### config.mk
export PLATFORM = sky130hd
export DESIGN_NAME = aqsf_top
export DESIGN_NICKNAME = d
export VERILOG_FILES = /design/src/rtl/aqsf_pkg.sv /design/src/rtl/aqsf_cmp_unit.sv /design/src/rtl/aqsf_force_ctl.sv /design/src/rtl/aqsf_chan.sv /design/src/rtl/aqsf_top.sv
export SDC_FILE = /design/constraint.sdc
export NUM_CORES = 1
export LEC_CHECK = 0
export BUFFER_PORTS_ARGS = -buffer_cell sky130_fd_sc_hd__buf_2
export CELL_PAD_IN_SITES_DETAIL_PLACEMENT = 1
export CELL_PAD_IN_SITES_GLOBAL_PLACEMENT = 2
export CORE_UTILIZATION = 29
export CTS_CLUSTER_DIAMETER = 60
export DETAILED_ROUTE_END_ITERATION = 6
export PLACE_DENSITY = 0.87
export SLEW_MARGIN = 15
export SYNTH_ARGS = -nofsm -noshare
export SYNTH_HDL_FRONTEND = slang
export SYNTH_SLANG_ARGS = --single-unit
### constraint.sdc
create_clock -name clk -period 2.5 [get_ports clk]
set_input_delay 0.25 -clock clk [delete_from_list [all_inputs] [get_ports clk]]
set_output_delay 0.25 -clock clk [all_outputs]
set_load 0.1 [all_outputs]
### src/rtl/aqsf_pkg.sv
package aqsf_pkg;

  typedef enum logic [1:0] {
    AQ_HOLD   = 2'b00,
    AQ_LOW    = 2'b01,
    AQ_HIGH   = 2'b10,
    AQ_INVERT = 2'b11
  } aq_act_e;

  typedef enum logic [1:0] {
    LD_AT_ZERO   = 2'b00,
    LD_AT_PERIOD = 2'b01,
    LD_AT_EITHER = 2'b10,
    LD_AT_NEXT   = 2'b11
  } ld_sel_e;

  // action word field positions
  localparam int F_ZERO_LSB = 0;
  localparam int F_PRD_LSB  = 2;
  localparam int F_CMPA_LSB = 4;
  localparam int F_CMPB_LSB = 8;

  // override word layout
  localparam int FRC_W      = 8;
  localparam int FRC_LVL_W  = 4;
  localparam int FRC_LD_LSB = 6;

  // pick the action of the highest-ranked event that asks for something
  function automatic aq_act_e rank_action(input logic hit_c, input logic hit_p,
                                          input logic hit_z, input logic [1:0] code_c,
                                          input logic [1:0] code_p, input logic [1:0] code_z);
    aq_act_e sel;
    sel = AQ_HOLD;
    if (hit_z && code_z != 2'b00) sel = aq_act_e'(code_z);
    if (hit_p && code_p != 2'b00) sel = aq_act_e'(code_p);
    if (hit_c && code_c != 2'b00) sel = aq_act_e'(code_c);
    return sel;
  endfunction

  function automatic logic apply_action(input aq_act_e act, input logic cur);
    logic nxt;
    case (act)
      AQ_LOW:    nxt = 1'b0;
      AQ_HIGH:   nxt = 1'b1;
      AQ_INVERT: nxt = ~cur;
      default:   nxt = cur;
    endcase
    return nxt;
  endfunction

  function automatic logic force_on(input logic [1:0] lvl);
    return (lvl == 2'b01) || (lvl == 2'b10);
  endfunction

  function automatic logic reload_due(input ld_sel_e sel, input logic zero, input logic prd);
    logic due;
    case (sel)
      LD_AT_ZERO:   due = zero;
      LD_AT_PERIOD: due = prd;
      LD_AT_EITHER: due = zero | prd;
      default:      due = 1'b1;
    endcase
    return due;
  endfunction

endpackage

### src/rtl/aqsf_cmp_unit.sv
module aqsf_cmp_unit #(
  parameter int CW = 16
) (
  input  logic          clk,
  input  logic          rst_n,
  input  logic          wr,
  input  logic [CW-1:0] wdata,
  input  logic [CW-1:0] cnt,
  input  logic          up,
  output logic          hit
);
  logic [CW-1:0] cmp_q;

  always_ff @(posedge clk or negedge rst_n) begin
    if (!rst_n)  cmp_q <= '0;
    else if (wr) cmp_q <= wdata;
  end

  // up-count match only
  assign hit = up && (cnt == cmp_q);
endmodule

### src/rtl/aqsf_force_ctl.sv
module aqsf_force_ctl
  import aqsf_pkg::*;
(
  input  logic                 clk,
  input  logic                 rst_n,
  input  logic                 wr,
  input  logic [FRC_W-1:0]     wdata,
  input  logic                 zero,
  input  logic                 prd,
  output logic [FRC_LVL_W-1:0] frc_act,
  output logic [1:0]           ld_sel_q,
  output logic                 load
);
  logic [FRC_LVL_W-1:0] shadow_q;
  logic [FRC_LVL_W-1:0] pend;
  logic [1:0]           sel_eff;
  wire unused_frc_bits = ^wdata[FRC_LD_LSB-1:FRC_LVL_W];

  always_comb begin
    pend    = wr ? wdata[FRC_LVL_W-1:0] : shadow_q;
    sel_eff = wr ? wdata[FRC_LD_LSB+:2] : ld_sel_q;
    load    = reload_due(ld_sel_e'(sel_eff), zero, prd);
  end

  always_ff @(posedge clk or negedge rst_n) begin
    if (!rst_n) begin
      shadow_q <= '0;
      ld_sel_q <= LD_AT_ZERO;
      frc_act  <= '0;
    end else begin
      shadow_q <= pend;
      ld_sel_q <= sel_eff;
      if (load) frc_act <= pend;
    end
  end
endmodule

### src/rtl/aqsf_chan.sv
module aqsf_chan
  import aqsf_pkg::*;
(
  input  logic       clk,
  input  logic       rst_n,
  input  logic       hit_c,
  input  logic       hit_p,
  input  logic       hit_z,
  input  logic [1:0] code_c,
  input  logic [1:0] code_p,
  input  logic [1:0] code_z,
  input  logic [1:0] frc,
  output logic       pwm
);
  aq_act_e act;
  logic    nxt;

  always_comb begin
    act = rank_action(hit_c, hit_p, hit_z, code_c, code_p, code_z);
    if (force_on(frc)) nxt = frc[1];
    else               nxt = apply_action(act, pwm);
  end

  always_ff @(posedge clk or negedge rst_n) begin
    if (!rst_n) pwm <= 1'b0;
    else        pwm <= nxt;
  end
endmodule

### src/rtl/aqsf_top.sv
module aqsf_top
  import aqsf_pkg::*;
#(
  parameter int CW    = 16,
  parameter int ACT_W = 10
) (
  input  logic             clk,
  input  logic             rst_n,
  input  logic [CW-1:0]    tb_cnt,
  input  logic             tb_up,
  input  logic             tb_zero,
  input  logic             tb_prd,
  input  logic [1:0]       cmp_wr,
  input  logic [CW-1:0]    cmp_wdata,
  input  logic [ACT_W-1:0] act_a,
  input  logic [ACT_W-1:0] act_b,
  input  logic             frc_wr,
  input  logic [FRC_W-1:0] frc_wdata,
  output logic             pwm_a,
  output logic             pwm_b
);
  localparam int NCH = 2;

  // named internal events, visible to the checker
  logic [NCH-1:0]       cmp_hit;
  logic [NCH-1:0]       pwm_vec;
  logic [FRC_LVL_W-1:0] frc_act;
  logic [1:0]           ld_sel_q;
  logic                 frc_load;

  wire unused_act = ^{act_a[ACT_W-1:F_CMPA_LSB+2], act_b[F_CMPB_LSB-1:F_CMPA_LSB]};

  aqsf_force_ctl u_force (
    .clk      (clk),
    .rst_n    (rst_n),
    .wr       (frc_wr),
    .wdata    (frc_wdata),
    .zero     (tb_zero),
    .prd      (tb_prd),
    .frc_act  (frc_act),
    .ld_sel_q (ld_sel_q),
    .load     (frc_load)
  );

  for (genvar g = 0; g < NCH; g++) begin : g_ch
    logic [1:0] code_c;
    logic [1:0] code_p;
    logic [1:0] code_z;

    assign code_c = (g == 0) ? act_a[F_CMPA_LSB+:2] : act_b[F_CMPB_LSB+:2];
    assign code_p = (g == 0) ? act_a[F_PRD_LSB+:2]  : act_b[F_PRD_LSB+:2];
    assign code_z = (g == 0) ? act_a[F_ZERO_LSB+:2] : act_b[F_ZERO_LSB+:2];

    aqsf_cmp_unit #(.CW(CW)) u_cmp (
      .clk   (clk),
      .rst_n (rst_n),
      .wr    (cmp_wr[g]),
      .wdata (cmp_wdata),
      .cnt   (tb_cnt),
      .up    (tb_up),
      .hit   (cmp_hit[g])
    );

    aqsf_chan u_chan (
      .clk    (clk),
      .rst_n  (rst_n),
      .hit_c  (cmp_hit[g]),
      .hit_p  (tb_prd),
      .hit_z  (tb_zero),
      .code_c (code_c),
      .code_p (code_p),
      .code_z (code_z),
      .frc    (frc_act[2*g+:2]),
      .pwm    (pwm_vec[g])
    );
  end

  assign pwm_a = pwm_vec[0];
  assign pwm_b = pwm_vec[1];
endmodule

==> impl_metrics.tcl <==
set metrics [dict create \
    critPathArrivalTime_ns 2.72 \
    seq_area_mm2 0.00110 \
    nets 320 \
    p_leak_nw 1.24 \
    avgSynthCellArea_um2 12.3 \
    relSlewSlack_pct 67.5 \
    grt_pass1_vias 1802 \
    initial_utilization_pct 30.4 \
    area_growth_pct 27.0 \
    whs_ns 0.197 \
    setup_viol 1 \
    clkTransAtPathRegs_ns 0.08 \
    numPortBuffers 59 \
    power_density_mw_per_mm2 622 \
    slew_viol_final 0 \
    die_y_um 89.9 \
    fillCellCount 855 \
    total_power_w 0.00177 \
    io_pins 70 \
    grt_use_total_pct 14.5 \
    critPathKind "register to register" \
    cp-end-kind "register" \
    synth.distinct_cells 29 \
    synth.area.top_cells "dfrtp_1, mux2_2, xnor2_1" \
    cts_buffers 5 \
    clk_latency_ns 0.29 \
    pre_cts_ws_ns -0.123 \
    fin_tns_setup_ns -0.0383 \
    worst_pin_slew_ns 0.491 \
    rsz0062_at_grt "yes" \
    cts_tree "yes" \
    htreeDepth 2 \
    yosys-top-cells-count "dfrtp_1, mux2_2, xnor2_1, nand2_1, inv_1" \
    dieArea_mm2 0.00807 \
    core-area_mm2 0.00737 \
    synth_edf_count 0 \
    synth_top_area_share_pct 49.2 \
    wl_per_cell_um 15.3 \
    drt_pre_antenna_iters 3 \
    fp-row-count 31 \
    wl_um 5300 \
    cts_sinks 44 \
    synthFlopType "dfrtp_1" \
    hpwlAfterDp_um 4040 \
    grt_max_degree 28 \
    via_per_inst 4.58 \
    grt_antenna_before_repair 0 \
    die_w_um 89.9 \
    status "finished, violations left" \
    fin_ws_ns -0.0383 \
    syn-cell-area_mm2 0.00224 \
    ys_seq_area_share_pct 49.2 \
    ant_nets 0 \
    clockBufferDepth 2 \
    worstPathRequired_ns 2.68 \
    grt_pass1_wl_um 8960 \
    vias 1589 \
    period_share_pct 102 \
    fin_crit_ns 2.54 \
    hold_path.class "primary input to register" \
    synth.most_common_cell "dfrtp_1" \
    route.detailed.drc 0 \
    synth_seq_cells 44 \
    violations "setup timing" \
    peakVddDrop_v 0.000187 \
    grt_remaining_overflow 0 \
    gp_congestion 0.704 \
    critPathLaunchType "register" \
    multiInputGateArea_mm2 0.00116 \
    root_buffer "clkbuf_8" \
    hold_viol 0 \
    critPathMaxFanout 3 \
    diodes 0 \
    fmax_mhz 394 \
    synth_nets 254 \
    fin_skew_ns 0.00556 \
    drtIter0Drc 28 \
    synthArstFlopShare_pct 100 \
    yosysWarnings 0 \
    drive_above_1_share_pct 49.6 \
    max_cap_viol_count 0 \
    synth.largest_area_cell "dfrtp_1" \
    netlist_instances 182 \
]
## worst paths after layout
path / start / to / slack [ns] / depth (start not counted)
setup reg to reg: g_ch[1].u_cmp.cmp_q[8]$_DFFE_PN0P_ / g_ch[1].u_chan.pwm$_DFFE_PN0P_ / -0.04 / 10
hold / removal: cmp_wdata[4] / g_ch[0].u_cmp.cmp_q[4]$_DFFE_PN0P_ / 0.20 / 3
setup / recovery: g_ch[1].u_cmp.cmp_q[8]$_DFFE_PN0P_ / g_ch[1].u_chan.pwm$_DFFE_PN0P_ / -0.04 / 10
min in group asynchronous: rst_n / u_force.shadow_q[2]$_DFF_PN0_ / 0.42 / 2
max in group asynchronous: rst_n / g_ch[1].u_cmp.cmp_q[14]$_DFFE_PN0P_ / 1.35 / 3
hold reg to reg: u_force.frc_act[1]$_DFFE_PN0P_ / u_force.frc_act[1]$_DFFE_PN0P_ / 0.51 / 1
## where the power goes
group          leakage, nW  switching, W  internal (W)  total [W]
clock               0.0503      0.000234      0.000246   0.000480
sequential           0.516     0.0000488      0.000795   0.000843
combinational        0.674      0.000244      0.000199   0.000444
total                 1.24      0.000527       0.00124    0.00177
## layout by cell type, fill, tap and decap left out, drive strengths merged, types with 3 or more instances in the layout
cell type / count
mux2: 42
nand4: 6
buf: 63
ha: 4
inv: 7
a211oi: 3
dfrtp: 44
nand3: 6
nand2: 13
xnor2: 28
clkbuf: 7
o21ai: 6
## critical path: stages, from the launching register on
cell and delay [ns]:
dfrtp_1 0.39, xnor2_1 0.15, nand2_1 0.13, a2111oi_4 0.29, nand4_1 0.25, mux2_4 0.39, ha_4 0.28, nor2b_2 0.04
a211oi_2 0.14, a31oi_1 0.08, maj3_2 0.29
## stage by stage
step | std cells | util [%] | instance area, µm²
2_1_floorplan | 182 | - | 2240
3_3_place_gp | 338 | 36.0 | 2650
3_5_place_dp | 338 | 36.0 | 2650
4_1_cts | 347 | 38.3 | 2820
5_1_grt | 347 | 38.6 | 2840
6_report | 347 | 38.6 | 2840
## sequential cells by signal (all words and copies together) (netlist names)
| signal | count |
|---|---|
| g_ch.u_chan.pwm | 2 |
| u_force.shadow_q | 4 |
| u_force.frc_act | 4 |
| u_force.ld_sel_q | 2 |
| g_ch.u_cmp.cmp_q | 32 |
## cells by family after synthesis
family | Yosys count | synth area share (%)
compound gates | 13 | 3.86
fa+ha+maj | 6 | 3.13
simple gates | 33 | 7.27
mux | 44 | 22.4
buf+inv | 12 | 2.46
flops | 44 | 49.2
xor+xnor | 30 | 11.7
## timing repair
action | CTS | global route
setup buffers | 1 | 0
resized for setup | 11 | 3
hold endpoints to repair | 17 | 0
pin swaps | 15 | 10
hold buffers | 1 | 0
setup endpoints to repair | 2 | 2
## layout make-up
cell class	count	share of cell area [%]
well taps	99	4.36
clock buffers	7	3.39
flip-flops and latches	44	38.7
repair buffers	64	11.8
inverters	7	0.924
multi-input cells	126	40.8
## layer usage
layer  GRT usage (%)  up-vias  routed length, µm
li1                -      762                  -
met3            3.55        4                172
met2            25.2       31               2720
met5               0        -                  0
met1            17.4      792               2340
met4            5.38        0                 65
Note: power is estimated with default switching activity, not from simulation.
